`src/rtl/lc_pkg.sv`:
```
package lc_pkg;

  // Action taken on the accessing core
  typedef enum logic [1:0] {
    ACC_NONE    = 2'd0,
    ACC_LINE    = 2'd1,
    ACC_WORD    = 2'd2,
    ACC_PROMOTE = 2'd3
  } accAct_e;

  // Action taken on the reporting core
  typedef enum logic [1:0] {
    RPT_NONE       = 2'd0,
    RPT_KEEP       = 2'd1,
    RPT_DEMOTE_CAP = 2'd2,
    RPT_DEMOTE_INV = 2'd3
  } rptAct_e;

  typedef struct packed {
    accAct_e accAct;
    rptAct_e rptAct;
    logic    clrOthers;
    logic    respLine;
    logic    respRemote;
  } strobe_t;

endpackage

```
`src/rtl/lc_ctrl.sv`:
```
module lc_ctrl
  import lc_pkg::*;
#(
  parameter int UTIL_W        = 4,
  parameter int THR_W         = 4,
  parameter int MAX_DOUBLINGS = 3,
  parameter int RAT_MAX       = 15,
  parameter int LVL_W         = 2
) (
  input  logic [THR_W-1:0]  cfgThresh,
  input  logic              cfgAdaptEn,
  input  logic              accValid,
  input  logic              accWrite,
  input  logic              rptValid,
  input  logic              rptEvict,
  input  logic [UTIL_W-1:0] rptUtil,
  input  logic              sameCore,
  input  logic              accMode,
  input  logic [UTIL_W-1:0] accUtil,
  input  logic [LVL_W-1:0]  accLvl,
  input  logic              rptMode,
  output strobe_t           strobe,
  output logic [UTIL_W-1:0] nextUtil
);

  localparam int WIDE_W   = THR_W + MAX_DOUBLINGS;
  localparam int CMP_W    = (WIDE_W > UTIL_W) ? WIDE_W : UTIL_W;
  localparam int UTIL_MAX = (1 << UTIL_W) - 1;

  logic [THR_W-1:0] thrBase;
  logic [CMP_W-1:0] scaledThr;
  logic [CMP_W-1:0] cappedThr;
  logic [CMP_W-1:0] effThr;
  logic             promote;
  logic             rptBelow;

  always_comb begin
    thrBase   = (cfgThresh == '0) ? THR_W'(1) : cfgThresh;
    scaledThr = CMP_W'(thrBase) << accLvl;
    cappedThr = (scaledThr > CMP_W'(RAT_MAX)) ? CMP_W'(RAT_MAX) : scaledThr;
    effThr    = cfgAdaptEn ? cappedThr : CMP_W'(thrBase);
    nextUtil  = (accUtil == UTIL_W'(UTIL_MAX)) ? accUtil : accUtil + UTIL_W'(1);
    promote   = CMP_W'(nextUtil) >= effThr;
    rptBelow  = CMP_W'(rptUtil) < CMP_W'(thrBase);
  end

  always_comb begin
    strobe = '0;
    if (rptValid && !rptMode) begin
      if (!rptBelow)     strobe.rptAct = RPT_KEEP;
      else if (rptEvict) strobe.rptAct = RPT_DEMOTE_CAP;
      else               strobe.rptAct = RPT_DEMOTE_INV;
    end else begin
      strobe.rptAct = RPT_NONE;
    end

    if (!accValid)    strobe.accAct = ACC_NONE;
    else if (!accMode) strobe.accAct = ACC_LINE;
    else if (promote)  strobe.accAct = ACC_PROMOTE;
    else               strobe.accAct = ACC_WORD;

    strobe.clrOthers = accValid && accWrite;
    strobe.respLine  = (strobe.accAct != ACC_WORD);
    if (sameCore && (strobe.rptAct == RPT_DEMOTE_CAP || strobe.rptAct == RPT_DEMOTE_INV))
      strobe.respRemote = 1'b1;
    else
      strobe.respRemote = (strobe.accAct == ACC_WORD);
  end

endmodule

```
`src/rtl/lc_datapath.sv`:
```
module lc_datapath
  import lc_pkg::*;
#(
  parameter int NUM_CORES     = 4,
  parameter int UTIL_W        = 4,
  parameter int MAX_DOUBLINGS = 3,
  parameter int LVL_W         = 2,
  parameter int CID_W         = 2
) (
  input  logic                 clk,
  input  logic                 rstN,
  input  strobe_t              strobe,
  input  logic                 accValid,
  input  logic [CID_W-1:0]     accCore,
  input  logic [CID_W-1:0]     rptCore,
  input  logic [UTIL_W-1:0]    nextUtil,
  output logic                 accMode,
  output logic [UTIL_W-1:0]    accUtil,
  output logic [LVL_W-1:0]     accLvl,
  output logic                 rptMode,
  output logic [NUM_CORES-1:0] modeRemote,
  output logic                 respValid,
  output logic                 respLine,
  output logic                 respRemote,
  output logic [CID_W-1:0]     respCore
);

  logic [UTIL_W-1:0] utilArr [NUM_CORES];
  logic [LVL_W-1:0]  lvlArr  [NUM_CORES];

  for (genvar i = 0; i < NUM_CORES; i++) begin : g_core
    logic              remoteQ;
    logic [UTIL_W-1:0] utilQ;
    logic [LVL_W-1:0]  lvlQ;
    logic              rptHit;
    logic              accHit;

    assign rptHit = (rptCore == CID_W'(i)) && (strobe.rptAct != RPT_NONE);
    assign accHit = (accCore == CID_W'(i)) && (strobe.accAct != ACC_NONE);

    always_ff @(posedge clk) begin
      if (!rstN) begin
        remoteQ <= 1'b0;
        utilQ   <= '0;
        lvlQ    <= '0;
      end else if (rptHit) begin
        case (strobe.rptAct)
          RPT_KEEP: lvlQ <= '0;
          RPT_DEMOTE_CAP: begin
            remoteQ <= 1'b1;
            utilQ   <= '0;
            if (lvlQ != LVL_W'(MAX_DOUBLINGS)) lvlQ <= lvlQ + LVL_W'(1);
          end
          RPT_DEMOTE_INV: begin
            remoteQ <= 1'b1;
            utilQ   <= '0;
          end
          default: ;
        endcase
      end else if (accHit) begin
        case (strobe.accAct)
          ACC_WORD: utilQ <= nextUtil;
          ACC_PROMOTE: begin
            remoteQ <= 1'b0;
            utilQ   <= '0;
          end
          default: ;
        endcase
      end else if (strobe.clrOthers && remoteQ) begin
        utilQ <= '0;
      end
    end

    assign modeRemote[i] = remoteQ;
    assign utilArr[i]    = utilQ;
    assign lvlArr[i]     = lvlQ;
  end

  assign accMode = modeRemote[accCore];
  assign accUtil = utilArr[accCore];
  assign accLvl  = lvlArr[accCore];
  assign rptMode = modeRemote[rptCore];

  always_ff @(posedge clk) begin
    if (!rstN) begin
      respValid  <= 1'b0;
      respLine   <= 1'b0;
      respRemote <= 1'b0;
      respCore   <= '0;
    end else begin
      respValid <= accValid;
      if (accValid) begin
        respLine   <= strobe.respLine;
        respRemote <= strobe.respRemote;
        respCore   <= accCore;
      end
    end
  end

endmodule

```
`src/rtl/locality_classifier.sv`:
```
module locality_classifier
  import lc_pkg::*;
#(
  parameter int NUM_CORES     = 4,
  parameter int UTIL_W        = 4,
  parameter int THR_W         = 4,
  parameter int MAX_DOUBLINGS = 3,
  parameter int RAT_MAX       = 15,
  parameter int CID_W         = $clog2(NUM_CORES)
) (
  input  logic                 clk,
  input  logic                 rstN,
  input  logic [THR_W-1:0]     cfgThresh,
  input  logic                 cfgAdaptEn,
  input  logic                 accValid,
  input  logic [CID_W-1:0]     accCore,
  input  logic                 accWrite,
  input  logic                 rptValid,
  input  logic [CID_W-1:0]     rptCore,
  input  logic [UTIL_W-1:0]    rptUtil,
  input  logic                 rptEvict,
  output logic                 respValid,
  output logic                 respLine,
  output logic                 respRemote,
  output logic [CID_W-1:0]     respCore,
  output logic [NUM_CORES-1:0] modeRemote
);

  localparam int LVL_W = $clog2(MAX_DOUBLINGS + 1);

  strobe_t           strobe;
  logic [UTIL_W-1:0] nextUtil;
  logic              accMode;
  logic [UTIL_W-1:0] accUtil;
  logic [LVL_W-1:0]  accLvl;
  logic              rptMode;
  logic              sameCore;

  assign sameCore = accValid && rptValid && (accCore == rptCore);

  lc_ctrl #(
    .UTIL_W(UTIL_W), .THR_W(THR_W), .MAX_DOUBLINGS(MAX_DOUBLINGS),
    .RAT_MAX(RAT_MAX), .LVL_W(LVL_W)
  ) u_ctrl (
    .cfgThresh(cfgThresh), .cfgAdaptEn(cfgAdaptEn),
    .accValid(accValid), .accWrite(accWrite),
    .rptValid(rptValid), .rptEvict(rptEvict), .rptUtil(rptUtil),
    .sameCore(sameCore), .accMode(accMode), .accUtil(accUtil),
    .accLvl(accLvl), .rptMode(rptMode),
    .strobe(strobe), .nextUtil(nextUtil)
  );

  lc_datapath #(
    .NUM_CORES(NUM_CORES), .UTIL_W(UTIL_W), .MAX_DOUBLINGS(MAX_DOUBLINGS),
    .LVL_W(LVL_W), .CID_W(CID_W)
  ) u_dp (
    .clk(clk), .rstN(rstN), .strobe(strobe),
    .accValid(accValid), .accCore(accCore), .rptCore(rptCore),
    .nextUtil(nextUtil), .accMode(accMode), .accUtil(accUtil),
    .accLvl(accLvl), .rptMode(rptMode), .modeRemote(modeRemote),
    .respValid(respValid), .respLine(respLine),
    .respRemote(respRemote), .respCore(respCore)
  );

endmodule

```
`config.mk`:
```
export PLATFORM = sky130hd
export DESIGN_NAME = locality_classifier
export DESIGN_NICKNAME = d
export VERILOG_FILES = /design/src/rtl/lc_pkg.sv /design/src/rtl/lc_ctrl.sv /design/src/rtl/lc_datapath.sv /design/src/rtl/locality_classifier.sv
export SDC_FILE = /design/constraint.sdc
export NUM_CORES = 1
export LEC_CHECK = 0
export BUFFER_PORTS_ARGS = -buffer_cell sky130_fd_sc_hd__buf_4
export CAP_MARGIN = 20
export CORE_UTILIZATION = 55
export DETAILED_ROUTE_END_ITERATION = 10
export PLACE_DENSITY = 0.84
export SYNTH_ARGS = -nofsm -noshare
export SYNTH_HDL_FRONTEND = slang
export SYNTH_SLANG_ARGS = --single-unit
```
`constraint.sdc`:
```
create_clock -name clk -period 9.7 [get_ports clk]
set_input_delay 0.97 -clock clk [delete_from_list [all_inputs] [get_ports clk]]
set_output_delay 0.97 -clock clk [all_outputs]
set_load 0.1 [all_outputs]
```
==> results.py <==
metrics = {
    "power_and_ir_drop": {
        "leakagePower_nw": 1.02,
        "power_density_mw_per_mm2": 124,
        "seqPwrFrac_pct": 45.6,
        "internal-power_uw": 210,
        "vdd_drop_max_uv": 139,
        "switchingPower_uw": 99.1,
        "swShare_pct": 32.0,
        "combinationalPowerShare_pct": 21.9,
        "p_clk_share_pct": 32.5,
    },
    "final_layout": {
        "final_cell_mix": "33 x dfxtp_1, 27 x buf_4, 21 x nand2_1",
        "nNetsFinal": 298,
        "syn_to_final_growth_pct": 10.8,
        "final_common_cell": "dfxtp_1",
        "drive_above_1_share_pct": 20.8,
        "fill_cells": 331,
        "num_antenna_cells": 0,
        "post-route-util_pct": 65.7,
        "final_cells": 317,
    },
    "timing": {
        "layout_min_cycle_time_ns": 3.76,
        "tightest_slew_ns": 0.578,
        "slew_violations": 0,
        "relSlewSlack_pct": 60.9,
        "tns_ns": 0,
        "finalCritPeriodShare_pct": 38.8,
        "setup_viol": 0,
        "hold_viol": 0,
        "clock_skew_ns": 0.00649,
        "clock.fmax_ghz": 0.266,
        "grt_setup_unrepaired": "no",
    },
    "detailed_routing": {
        "first_iter_violations": 119,
        "first_pass_iters": 5,
        "viasPerCell": 6.38,
        "route.detailed.drc": 0,
        "wl_per_cell_um": 16.2,
        "wl_mm": 5.15,
        "num_vias": 2024,
        "ant_nets": 0,
    },
    "grt": {
        "grt_pass1_wl_mm": 8.59,
        "grt_start_max_net_pins": 27,
        "first_global_vias": 1844,
        "antenna_found_initial": 0,
        "gr-total-overflow": 0,
        "grtUsageTotal_pct": 25.5,
    },
    "floorplan": {
        "core_mm2": 0.00380,
        "die_h_um": 66.0,
        "pin_count": 28,
        "die_w_um": 66.0,
        "design.die.area_mm2": 0.00435,
        "start_util_pct": 59.3,
        "num_rows": 22,
    },
    "synthesis": {
        "synthCells": 249,
        "netlist_area_mm2": 0.00225,
        "synth_cell_type_count": 57,
        "yosysSeqAreaShare_pct": 29.3,
        "synth_warnings": 0,
        "synth_edf_count": 0,
        "yosys_most_used_dff": "dfxtp_1",
        "synth_nets": 279,
        "synth-seq-cells": 33,
        "synthArstFlopShare_pct": 0,
        "synth_area_per_cell_um2": 9.04,
    },
    "setup_path": {
        "path_class": "primary input to flip-flop",
        "critical_path_required_ns": 9.93,
        "cp_top_family": "compound AO/OA/AOI/OAI gates",
        "crit_path_max_fanout": 14,
        "crit_slowest_cell": "mux4_2",
        "crit_chain": "buf_4, mux4_2, a21oi_1, mux2_4, a32oi_1, ha_1, nand2b_1, a2111oi_1, nor3_1, nor2_1, a22o_1",
        "slowest_delay_ns": 0.67,
        "startpoint_type": "primary input",
        "cp.arrival_ns": 3.99,
        "end_kind": "flip-flop",
        "cp.buffers_inverters": 1,
    },
    "cts": {
        "clockBufferDepth": 2,
        "cts_buffers": 5,
        "root_buffer": "clkbuf_8",
        "cts-resized-gates": 0,
        "tritoncts": "yes",
        "clk_latency_ns": 0.28,
        "clk_pin_slew_worst_paths_ns": 0.07,
        "cts_setup_buffers": 0,
        "clock_sinks": 33,
        "ctsHoldBuffers": 0,
        "h-tree-depth": 2,
    },
    "flow_run": {
        "cap_violations": 0,
    },
    "run_status": {
        "status": "finished clean",
    },
    "hold_path": {
        "hold_path.class": "flip-flop to flip-flop",
    },
    "placement": {
        "dp_cells": 309,
        "portBuffers": 27,
        "gp_congestion": 0.846,
        "dpl.hpwl_mm": 3.86,
    },
}
-- power by group through the flow --
stage,registers (mW),clock network [mW],logic [mW]
after floorplan,0.153,0,0.0413
after global placement,0.144,0,0.0661
after detailed placement,0.144,0,0.0672
after CTS,0.141,0.101,0.0675
after global routing,0.141,0.108,0.0733
final,0.141,0.101,0.0678
-- per-layer routing --
| metal | up-vias | global-route usage [%] | routed length [µm] |
|---|---|---|---|
| li1 | 976 | - | - |
| met1 | 965 | 36.0 | 2400 |
| met2 | 79 | 40.8 | 2370 |
| met3 | 4 | 3.79 | 350 |
| met4 | 0 | 5.85 | 28 |
| met5 | - | 0 | 0 |
-- synth_stat cells (3+ instances only) --
cell type | n | area (µm²)
o21ai_1 | 5 | 25.0
and3_1 | 3 | 18.8
nand3b_1 | 4 | 30.0
buf_1 | 3 | 11.3
mux2i_1 | 10 | 100
a21oi_1 | 16 | 80.1
a22o_1 | 6 | 52.6
nand2b_1 | 4 | 25.0
mux4_2 | 8 | 180
dfxtp_1 | 33 | 661
nor3_1 | 7 | 35.0
xnor2_1 | 3 | 26.3
o2bb2ai_1 | 4 | 35.0
o31ai_1 | 4 | 30.0
buf_6 | 3 | 33.8
nor2b_1 | 9 | 56.3
buf_4 | 4 | 30.0
and2_1 | 3 | 18.8
nand3_1 | 10 | 50.1
o21ai_0 | 7 | 35.0
o22ai_1 | 4 | 25.0
nand2_1 | 21 | 78.8
clkbuf_1 | 4 | 15.0
inv_1 | 8 | 30.0
a31oi_1 | 3 | 18.8
ha_1 | 11 | 138
nor2_1 | 14 | 52.6
-- cells by family after synthesis --
| logic type | after synthesis | synth area share (%) |
|---|---|---|
| AND/OR/NAND/NOR | 87 | 20.8 |
| AO/OA/AOI/OAI | 72 | 22.8 |
| flip-flops | 33 | 29.3 |
| buffers and inverters | 23 | 6.00 |
| multiplexers | 20 | 13.8 |
| adder cells (fa/ha/maj) | 11 | 6.11 |
| XOR/XNOR | 3 | 1.17 |
-- per-stage QoR --
stage	total power [mW]	instance area, µm²	setup slack [ns]	hold slack (ns)
2_1_floorplan	0.194	2250	5.90	0.427
3_3_place_gp	0.210	2410	5.67	0.451
3_5_place_dp	0.211	2410	5.66	0.450
4_1_cts	0.309	2500	5.94	0.469
5_1_grt	0.322	2500	5.68	0.491
6_report	0.309	2500	5.94	0.469
-- registers in the layout, summed over array words and instances (netlist names) --
name / cells
u_dp.respValid: 1
u_dp.respLine: 1
u_dp.g_core.lvlQ: 8
u_dp.respCore: 2
u_dp.respRemote: 1
u_dp.g_core.remoteQ: 4
u_dp.g_core.utilQ: 16
-- final timing paths --
check | start | to | slack (ns) | cells after the start
setup reg to reg | u_dp.g_core[3].lvlQ[0]$_SDFFE_PN0P_ | u_dp.g_core[3].utilQ[0]$_SDFFE_PN0P_ | 6.56 | 10
setup / recovery | accCore[1] | u_dp.g_core[3].utilQ[0]$_SDFFE_PN0P_ | 5.94 | 11
hold / removal | u_dp.g_core[1].utilQ[1]$_SDFFE_PN0P_ | u_dp.g_core[1].utilQ[1]$_SDFFE_PN0P_ | 0.47 | 1
hold reg to reg | u_dp.g_core[1].utilQ[1]$_SDFFE_PN0P_ | u_dp.g_core[1].utilQ[1]$_SDFFE_PN0P_ | 0.47 | 1
-- worst register-to-register path, stage by stage (launching register included) --
cell	delay [ns]
dfxtp_1	0.34
mux4_2	0.62
a21oi_1	0.25
mux2_4	0.17
a32oi_1	0.09
ha_1	0.28
nand2b_1	0.14
a2111oi_1	0.55
nor3_1	0.18
nor2_1	0.29
a22o_1	0.19
-- layout make-up --
| class | count | area [µm²] | area share, % |
|---|---|---|---|
| flip-flops and latches | 33 | 661 | 26.5 |
| clock buffers | 5 | 68.8 | 2.76 |
| repair buffers | 27 | 203 | 8.12 |
| multi-input cells | 193 | 1460 | 58.3 |
| inverters | 8 | 30.0 | 1.20 |
| well taps | 48 | 60.1 | 2.41 |
| clock inverters | 3 | 17.5 | 0.702 |
Note: power is estimated with default switching activity, not from simulation.
